<file path="src/rtl/prio_irq_ctrl.sv">
module prio_irq_ctrl #(
  parameter int VW = 8
) (
  input  logic          clk,
  input  logic          rst_n,
  input  logic [7:0]    irq_in,
  input  logic          cfg_we,
  input  logic [1:0]    cfg_addr,
  input  logic [VW-1:0] cfg_wdata,
  input  logic          ack,
  output logic          int_out,
  output logic          vec_valid,
  output logic [VW-1:0] vec_out
);
  localparam int LVLS = 8;
  localparam int LW   = $clog2(LVLS);

  logic [LVLS-1:0] mask_r, lvl_r, irq_d, edge_r, isr_r;
  logic [VW-LW-1:0] base_r;
  logic             rot_r, aeoi_r;
  logic [LW-1:0]    low_r, eff_low;

  logic [LVLS-1:0] req;
  logic            req_hit, isr_hit, grant;
  logic [LW-1:0]   req_lvl, req_rank, isr_lvl, isr_rank;

  logic            eoi_we, eoi_do;
  logic [LW-1:0]   eoi_lvl;
  logic [LVLS-1:0] edge_nx, isr_nx;

  assign eff_low = rot_r ? low_r : LW'(LVLS-1);
  assign req     = ((lvl_r & irq_in) | (~lvl_r & edge_r)) & ~mask_r;

  always_comb begin
    req_hit = 1'b0; req_lvl = '0; req_rank = '0;
    isr_hit = 1'b0; isr_lvl = '0; isr_rank = '0;
    for (int k = LVLS-1; k >= 0; k--) begin
      if (req[LW'(int'(eff_low) + k + 1)]) begin
        req_hit  = 1'b1;
        req_lvl  = LW'(int'(eff_low) + k + 1);
        req_rank = LW'(k);
      end
      if (isr_r[LW'(int'(eff_low) + k + 1)]) begin
        isr_hit  = 1'b1;
        isr_lvl  = LW'(int'(eff_low) + k + 1);
        isr_rank = LW'(k);
      end
    end
  end

  assign grant   = req_hit && (!isr_hit || req_rank < isr_rank);
  assign int_out = grant;

  assign eoi_we  = cfg_we && cfg_addr == 2'd3;
  assign eoi_lvl = cfg_wdata[3] ? cfg_wdata[LW-1:0] : isr_lvl;
  assign eoi_do  = eoi_we && (cfg_wdata[3] ? isr_r[eoi_lvl] : isr_hit);

  always_comb begin
    edge_nx = (edge_r | (irq_in & ~irq_d)) & irq_in;
    isr_nx  = isr_r;
    if (eoi_do) isr_nx[eoi_lvl] = 1'b0;
    if (ack && grant) begin
      edge_nx[req_lvl] = 1'b0;
      if (!aeoi_r) isr_nx[req_lvl] = 1'b1;
    end
  end

  always_ff @(posedge clk) begin
    if (!rst_n) begin
      mask_r <= '0; lvl_r <= '0; irq_d <= '0; edge_r <= '0; isr_r <= '0;
      base_r <= '0; rot_r <= 1'b0; aeoi_r <= 1'b0; low_r <= LW'(LVLS-1);
      vec_valid <= 1'b0; vec_out <= '0;
    end else begin
      irq_d  <= irq_in;
      edge_r <= edge_nx;
      isr_r  <= isr_nx;
      if (cfg_we && cfg_addr == 2'd0) mask_r <= cfg_wdata[LVLS-1:0];
      if (cfg_we && cfg_addr == 2'd1) lvl_r  <= cfg_wdata[LVLS-1:0];
      if (cfg_we && cfg_addr == 2'd2) begin
        base_r <= cfg_wdata[VW-1:LW];
        aeoi_r <= cfg_wdata[1];
        rot_r  <= cfg_wdata[0];
        low_r  <= LW'(LVLS-1);
      end else if (rot_r) begin
        if (eoi_do) low_r <= eoi_lvl;
        if (ack && grant && aeoi_r) low_r <= req_lvl;
      end
      vec_valid <= ack;
      if (ack) vec_out <= {base_r, grant ? req_lvl : LW'(LVLS-1)};
    end
  end


  vld_after_ack_chk: assert property (@(posedge clk) disable iff (!rst_n)
    ack |=> vec_valid);

  vld_single_chk: assert property (@(posedge clk) disable iff (!rst_n)
    !ack |=> !vec_valid);

  spur_no_isr7_chk: assert property (@(posedge clk) disable iff (!rst_n)
    ack && !grant |=> vec_out[LW-1:0] == '1 && !(isr_r[LVLS-1] && !$past(isr_r[LVLS-1])));

  aeoi_keeps_isr_chk: assert property (@(posedge clk) disable iff (!rst_n)
    aeoi_r && ack && !eoi_we |=> $countones(isr_r) == $countones($past(isr_r)));

  eoi_never_sets_chk: assert property (@(posedge clk) disable iff (!rst_n)
    eoi_we && !ack |=> $countones(isr_r) <= $countones($past(isr_r)));

  ack_marks_one_chk: assert property (@(posedge clk) disable iff (!rst_n)
    ack && int_out && !aeoi_r && !eoi_we |=> $countones(isr_r) == $countones($past(isr_r)) + 1);
endmodule

</file>
<file path="config.mk">
export PLATFORM = sky130hd
export DESIGN_NAME = prio_irq_ctrl
export DESIGN_NICKNAME = d
export VERILOG_FILES = /design/src/rtl/prio_irq_ctrl.sv
export SDC_FILE = /design/constraint.sdc
export NUM_CORES = 1
export LEC_CHECK = 0
export BUFFER_PORTS_ARGS = -buffer_cell sky130_fd_sc_hd__buf_2
export CORE_UTILIZATION = 30
export CTS_CLUSTER_DIAMETER = 150
export DETAILED_ROUTE_END_ITERATION = 6
export GPL_TIMING_DRIVEN = 0
export PLACE_DENSITY = 0.55
export SLEW_MARGIN = 30
export SYNTH_ARGS = -nofsm -noshare
export SYNTH_HDL_FRONTEND = slang
export SYNTH_SLANG_ARGS = --single-unit
</file>
<file path="constraint.sdc">
create_clock -name clk -period 5.57 [get_ports clk]
set_clock_uncertainty 0.1 [all_clocks]
set_input_delay 0.8355 -clock clk [delete_from_list [all_inputs] [get_ports clk]]
set_output_delay 0.8355 -clock clk [all_outputs]
set_load 0.05 [all_outputs]
</file>
### Word level (Yosys, flattened, before mapping)

Cells that the tools add are included.

| word-level totals | value |
|---|---|
| register bits | 59 |

| cells by class | value |
|---|---|
| add/sub/neg operators | 14 |
| magnitude comparators | 13 |
| equal/unequal tests | 3 |
| multiplexer cells | 112 |
| bitwise logic cells | 16 |
| reductions and logical operators | 16 |

Operators with widths:

| cell | number |
|---|---|
| two-way mux 3 bit | 37 |
| bitwise AND 8 bit | 7 |
| two-way mux 1 bit | 52 |
| binary-select mux 1 bit (select 3 bit) | 17 |
| < comparator 3 x 5 -> 1 bit, second input constant | 8 |
| NOT 8 bit | 5 |
| two-way mux 8 bit | 4 |
| bitwise OR 8 bit | 3 |
| adder 3 x 1 -> 3 bit, second input constant | 7 |
| adder 3 bit, second input constant | 4 |
| logical AND 1 bit | 10 |
| adder 3 x 2 -> 3 bit, second input constant | 3 |
| < comparator 3 x 4 -> 1 bit, second input constant | 2 |
| demux 1 bit (select 3 bit) | 2 |
| greater-or-equal comparator 3 x 1 -> 1 bit, second input constant | 2 |
| == test 2 bit, second input constant | 2 |
| < comparator 3 bit | 1 |
| == test 2 x 1 -> 1 bit, second input constant | 1 |
| logical NOT 2 bit | 1 |
| AND reduction 2 bit | 1 |
| nonzero test 2 bit | 1 |
| OR reduction 2 bit | 1 |
| logical NOT 1 bit | 1 |
| logical OR 1 bit | 1 |
| NOT 1 bit | 1 |

### Logic depth before layout (Yosys ltp)

| logic depth | value |
|---|---|
| word-level depth | 25 |
| mapped depth | 20 |
| gate-level depth less buffers | 16 |

### Worst setup path before layout

No wires, ideal clock.

| timing path | value |
|---|---|
| path type | flip-flop to output port |
| start point | register low_r[0] |
| end point | output port int_out |
| data arrival time | 5.029 ns |
| path slack | -0.394 ns |
| stages on the path, launching flop included | 16 |
| path buffers | 5 |
| cell sequence | dfxtp_1 buf_6 nor2b_4 buf_6 inv_6 buf_2 buf_2 ha_1 clkbuf_1 mux4_2 o21bai_1 mux4_2 nor3_1 ha_1 and3_1 a222oi_1 |

| between the ends | value |
|---|---|
| cells in the longest elaborated chain, start to end | 17 |
| elaborated cells between the ends (all ways) | 99 |

RTL lines:

| element | RTL line | source |
|---|---|---|
| start: declaration | 21 | `logic [LW-1:0] low_r, eff_low;` |
| start signal: assignment | 83 | `low_r <= LW'(LVLS-1);` |
| start signal: assignment | 85 | `if (eoi_do) low_r <= eoi_lvl;` |
| start signal: assignment | 86 | `if (ack && grant && aeoi_r) low_r <= req_lvl;` |
| two-way mux 3 bit (*) | 31 | `assign eff_low = rot_r ? low_r : LW'(LVLS-1);` |
| adder 3 bit | 38, 43 |  |
| adder 3 x 1 -> 3 bit | 38, 43 |  |
| binary-select mux 1 bit (select 3 bit), on equally long branches | 38, 43 |  |
| two-way mux 1 bit, on equally long branches (2 in a row) | 38, 43 |  |
| two-way mux 3 bit (tied with other cells) (8 in a row) | 38 | `if (req[LW'(int'(eff_low) + k + 1)]) begin` |
| < comparator 3 bit or logical NOT 1 bit (tied branches) | 51 | `assign grant = req_hit && (!isr_hit \|\| req_rank < isr_rank);` |
| logical OR 1 bit | 51 |  |
| logical AND 1 bit (*) | 51 |  |
| end: declaration | 11 | `output logic int_out,` |

Every way passes the cells marked *; elsewhere a longest branch is shown, timed or not. The select of a mux whose other input is x is not followed.

### Final worst setup path

Same ends and word-level chain as after synthesis.

==> reports/results.txt <==
The flow ran to the end, and the final reports show no timing, DRC or antenna violations. The smallest clock period supported by the final layout is computed as 5.29 ns. In this run, placement finished with an instance count of 805.

The run gives 4,397 as the via count of the first global-routing pass. The top-level port count was 32. The worst setup path is of the flop to primary output kind.

The cell count after synthesis came out at 558. For this block, the initial DRC count from the detailed router was 407. Reg-to-reg startpoint: low_r[0]. The share of cells above drive strength 1 was 22.7%. Once the floorplan was initialized, standard cells occupied 30.9% of the core. Dividing total power by cell area gives a power density of 250 nW/um^2. The first global-routing pass estimated 24,600 um of wire. Setup repair after global routing left no endpoint under its margin. The async set-or-reset flop fraction in the synthesized netlist works out to 0%.

In the layout the commonest cells are sky130_fd_sc_hd__dfxtp_1, sky130_fd_sc_hd__mux2i_1, sky130_fd_sc_hd__nor2_1. The tools report the cell area after placement as 5440 um^2. The number of levels the H-tree was split into was 3. The number of cells traversed by the worst hold path works out to 1.

The area growth from synthesis to layout is 17.7%. The filler cells instantiated in the layout total 1,663. The final-report max-slew violation count came out at 0.

After routing, the total negative slack on setup checks comes to 0 ns. Yosys mapped a number of flops with a built-in enable equal to 0. The number of port buffers is 30. The nature of the critical path endpoint is a primary output.

At the pin with the least slew margin, the transition time is 0.873 ns. Entering global routing, the biggest net connects 11 pins. The tools report the capture endpoint of the worst hold path as vec_out[0]. After global routing the overflow that remains totals 0. The count of nets left with antenna violations once routing finished came out at 0. Leading register cell type out of synthesis: sky130_fd_sc_hd__dfxtp_1. The tools report the area of the multi-input gates as 3560 um^2. The logs give 0 for the diode insertion count for antenna repair and 4.36 ns for the arrival time reported for the critical path endpoint. The tools report the type of origin of the critical path as a flop. The run gives 0.389 ns as the final hold slack. Setup violations remaining at the end of the flow were counted as 0. The worst supply voltage drop on vdd was 332 uV.

The aggregate global-route resource usage was 19.1%; the weighted congestion reported at the end of routability-driven placement was 0.934. Before antenna repair, the detailed router went through 4 iterations. The final layout contains 629 nets. The synthesis-stage register bit count works out to 59.

The average detailed-routed wire length per instance is 18.8 um. The final-report hold violation count was 0; the total core area was 16,000 um^2. Summing every instance area after synthesis gives 4950 um^2. The tree built by TritonCTS fans out to 59 sinks. The finished cells cover 5830 um^2. The logs give 0 for the total of warnings raised by yosys and 4.63 ns for the data required time at the worst endpoint.

The synthesized area per cell is 8.87 um^2, and the timing-limited maximum frequency is 189 MHz. Across the run, the number of max-cap violations was 0. After floorplanning, the core was divided into 46 placement rows. Total number of vias: 4,608. In this run the critical register-to-register path is captured at isr_r[0].

The tools report the post-detailed-route DRC marker count as 0. Measured along the y axis, the die boundary spans 130 um. The logs give 0 for the number of antenna violations at the first check in global routing and 0.33 ns for the clock latency reported for the late side of the worst-skew pair. In this run the static leakage power is 2.30 nW. Routed via count divided by cell count: 5.60.

When the netlist entered floorplanning its net count stood at 585. TritonCTS created 9 clock buffers. In this run the clock root is driven by a sky130_fd_sc_hd__clkbuf_16. The largest fanout on the critical path is 10. Number of standard cells in the final layout excluding fillers: 823. The part of the cycle the worst path needs is 95.0%, and the relative max-transition margin is 41.8%.

The die covers 17,000 um^2. The critical path starts at low_r[0]. For the sum of routed wire length over all layers, the log shows 15,500 um. The run gives 2 as the number of buffers between clock root and the deepest sink. The library cell used most frequently in the layout, excluding fill and tap cells, is sky130_fd_sc_hd__dfxtp_1. Minimum setup slack among reg-to-reg paths: 0.72 ns. The worst hold path begins at vec_out[0]. In this run the worst hold path is classified as flop to flop.

Detailed placement ended at an HPWL of 12,000 um. Of the synthesized area, sequential elements account for 23.9%. Across the whole layout, storage elements account for 1180 um^2. The clock transition at the registers of the reported paths is 0.05 ns, and the horizontal die dimension is 130 um. After synthesis, the netlist uses 74 different library cells. The number of cells on the worst reg-to-reg path was 18. TritonCTS built the clock tree.
## report_power, final
group	internal (mW)	switching (mW)	total (mW)
Combinational	0.169	0.278	0.447
Sequential	0.446	0.0160	0.462
Clock	0.357	0.187	0.544
## how the worst max path moves through the flow
| stage | endpoint | slack, ns |
|---|---|---|
| after floorplan | int_out | 0.002 |
| after global placement | int_out | -0.58 |
| after detailed placement | int_out | -0.41 |
| after CTS | int_out | 0.02 |
| after global routing | int_out | 0.12 |
| final | int_out | 0.28 |
## through the flow
stage,worst slack [ns],util [%],power [mW]
after CTS,0.0245,36.4,1.46
after detailed placement,-0.414,34.0,0.892
after global routing,0.125,36.4,1.52
after global placement,-0.578,34.0,0.880
final,0.278,36.4,1.45
after floorplan,0.00193,-,0.768
## flip-flops by register name, summed over array words and instances (netlist names)
register / flops
mask_r: 8
vec_valid: 1
lvl_r: 8
base_r: 5
irq_d: 8
isr_r: 8
vec_out: 8
edge_r: 8
rot_r: 1
low_r: 3
aeoi_r: 1
## routing by layer
layer | routed length [um] | global-route usage (%) | vias up
li1 | - | - | 2173
met1 | 7200 | 25.7 | 2208
met2 | 6900 | 30.3 | 192
met3 | 942 | 3.09 | 35
met4 | 469 | 8.11 | 0
met5 | 0 | 0 | -
## timing repair
action | in CTS | in global routing
gates resized for setup | 11 | 2
hold buffers | 0 | 0
setup buffers | 4 | 1
hold endpoints to repair | 0 | 0
setup endpoints to repair | 11 | 1
pin swaps | 2 | 0
## critical path, stage by stage (launching register included)
cell and delay (ns):
sky130_fd_sc_hd__dfxtp_1 0.31, sky130_fd_sc_hd__buf_6 0.15, sky130_fd_sc_hd__nor2b_4 0.12, sky130_fd_sc_hd__buf_8 0.17
sky130_fd_sc_hd__inv_8 0.07, sky130_fd_sc_hd__buf_6 0.15, sky130_fd_sc_hd__buf_6 0.16, sky130_fd_sc_hd__ha_4 0.29
sky130_fd_sc_hd__clkbuf_8 0.18, sky130_fd_sc_hd__mux4_2 0.36, sky130_fd_sc_hd__o21bai_1 0.18, sky130_fd_sc_hd__mux4_2 0.54
sky130_fd_sc_hd__nor3_2 0.19, sky130_fd_sc_hd__ha_1 0.26, sky130_fd_sc_hd__and3_1 0.15, sky130_fd_sc_hd__a222oi_1 0.31
sky130_fd_sc_hd__buf_4 0.26, sky130_fd_sc_hd__buf_6 0.18
## cell families (layout without fill, tap and decap cells)
logic type                 after synthesis  count (layout)  share of synthesized area, %
xor gates and xnor gates                 6               6                          1.36
DFF                                     59              59                          23.9
adders and majority gates                5               5                          1.26
buffers and inverters                   59             108                          5.96
AOI/OAI and AO/OA                      140             140                          19.6
and+or+nand+nor                        197             197                          21.3
muxes                                   92              92                          26.7
## final cells by class
type / instances / area share (%)
clock buffer: 12 / 4.23
clock inverter: 4 / 0.859
multi-input combinational: 440 / 61.1
inverter: 21 / 1.57
timing repair buffer: 35 / 3.33
tap: 216 / 4.64
buffer: 36 / 3.97
sequential: 59 / 20.3
## cells in the mapped netlist, types with 8 or more instances
cell | count | area [um^2]
sky130_fd_sc_hd__dfxtp_1 | 59 | 1180
sky130_fd_sc_hd__a21oi_1 | 26 | 130
sky130_fd_sc_hd__or2_2 | 9 | 56.3
sky130_fd_sc_hd__nor2b_1 | 36 | 225
sky130_fd_sc_hd__clkbuf_1 | 25 | 93.8
sky130_fd_sc_hd__mux2i_1 | 52 | 521
sky130_fd_sc_hd__inv_1 | 19 | 71.3
sky130_fd_sc_hd__a21boi_1 | 8 | 60.1
sky130_fd_sc_hd__mux2_2 | 9 | 101
sky130_fd_sc_hd__and2_1 | 14 | 87.6
sky130_fd_sc_hd__o21ai_0 | 32 | 160
sky130_fd_sc_hd__nor3_1 | 18 | 90.1
sky130_fd_sc_hd__nor2_1 | 40 | 150
sky130_fd_sc_hd__mux4_2 | 31 | 698
sky130_fd_sc_hd__nand2_1 | 37 | 139
sky130_fd_sc_hd__a211oi_1 | 11 | 82.6
sky130_fd_sc_hd__nand2b_1 | 9 | 56.3
Power figures use the tool's default switching activity.
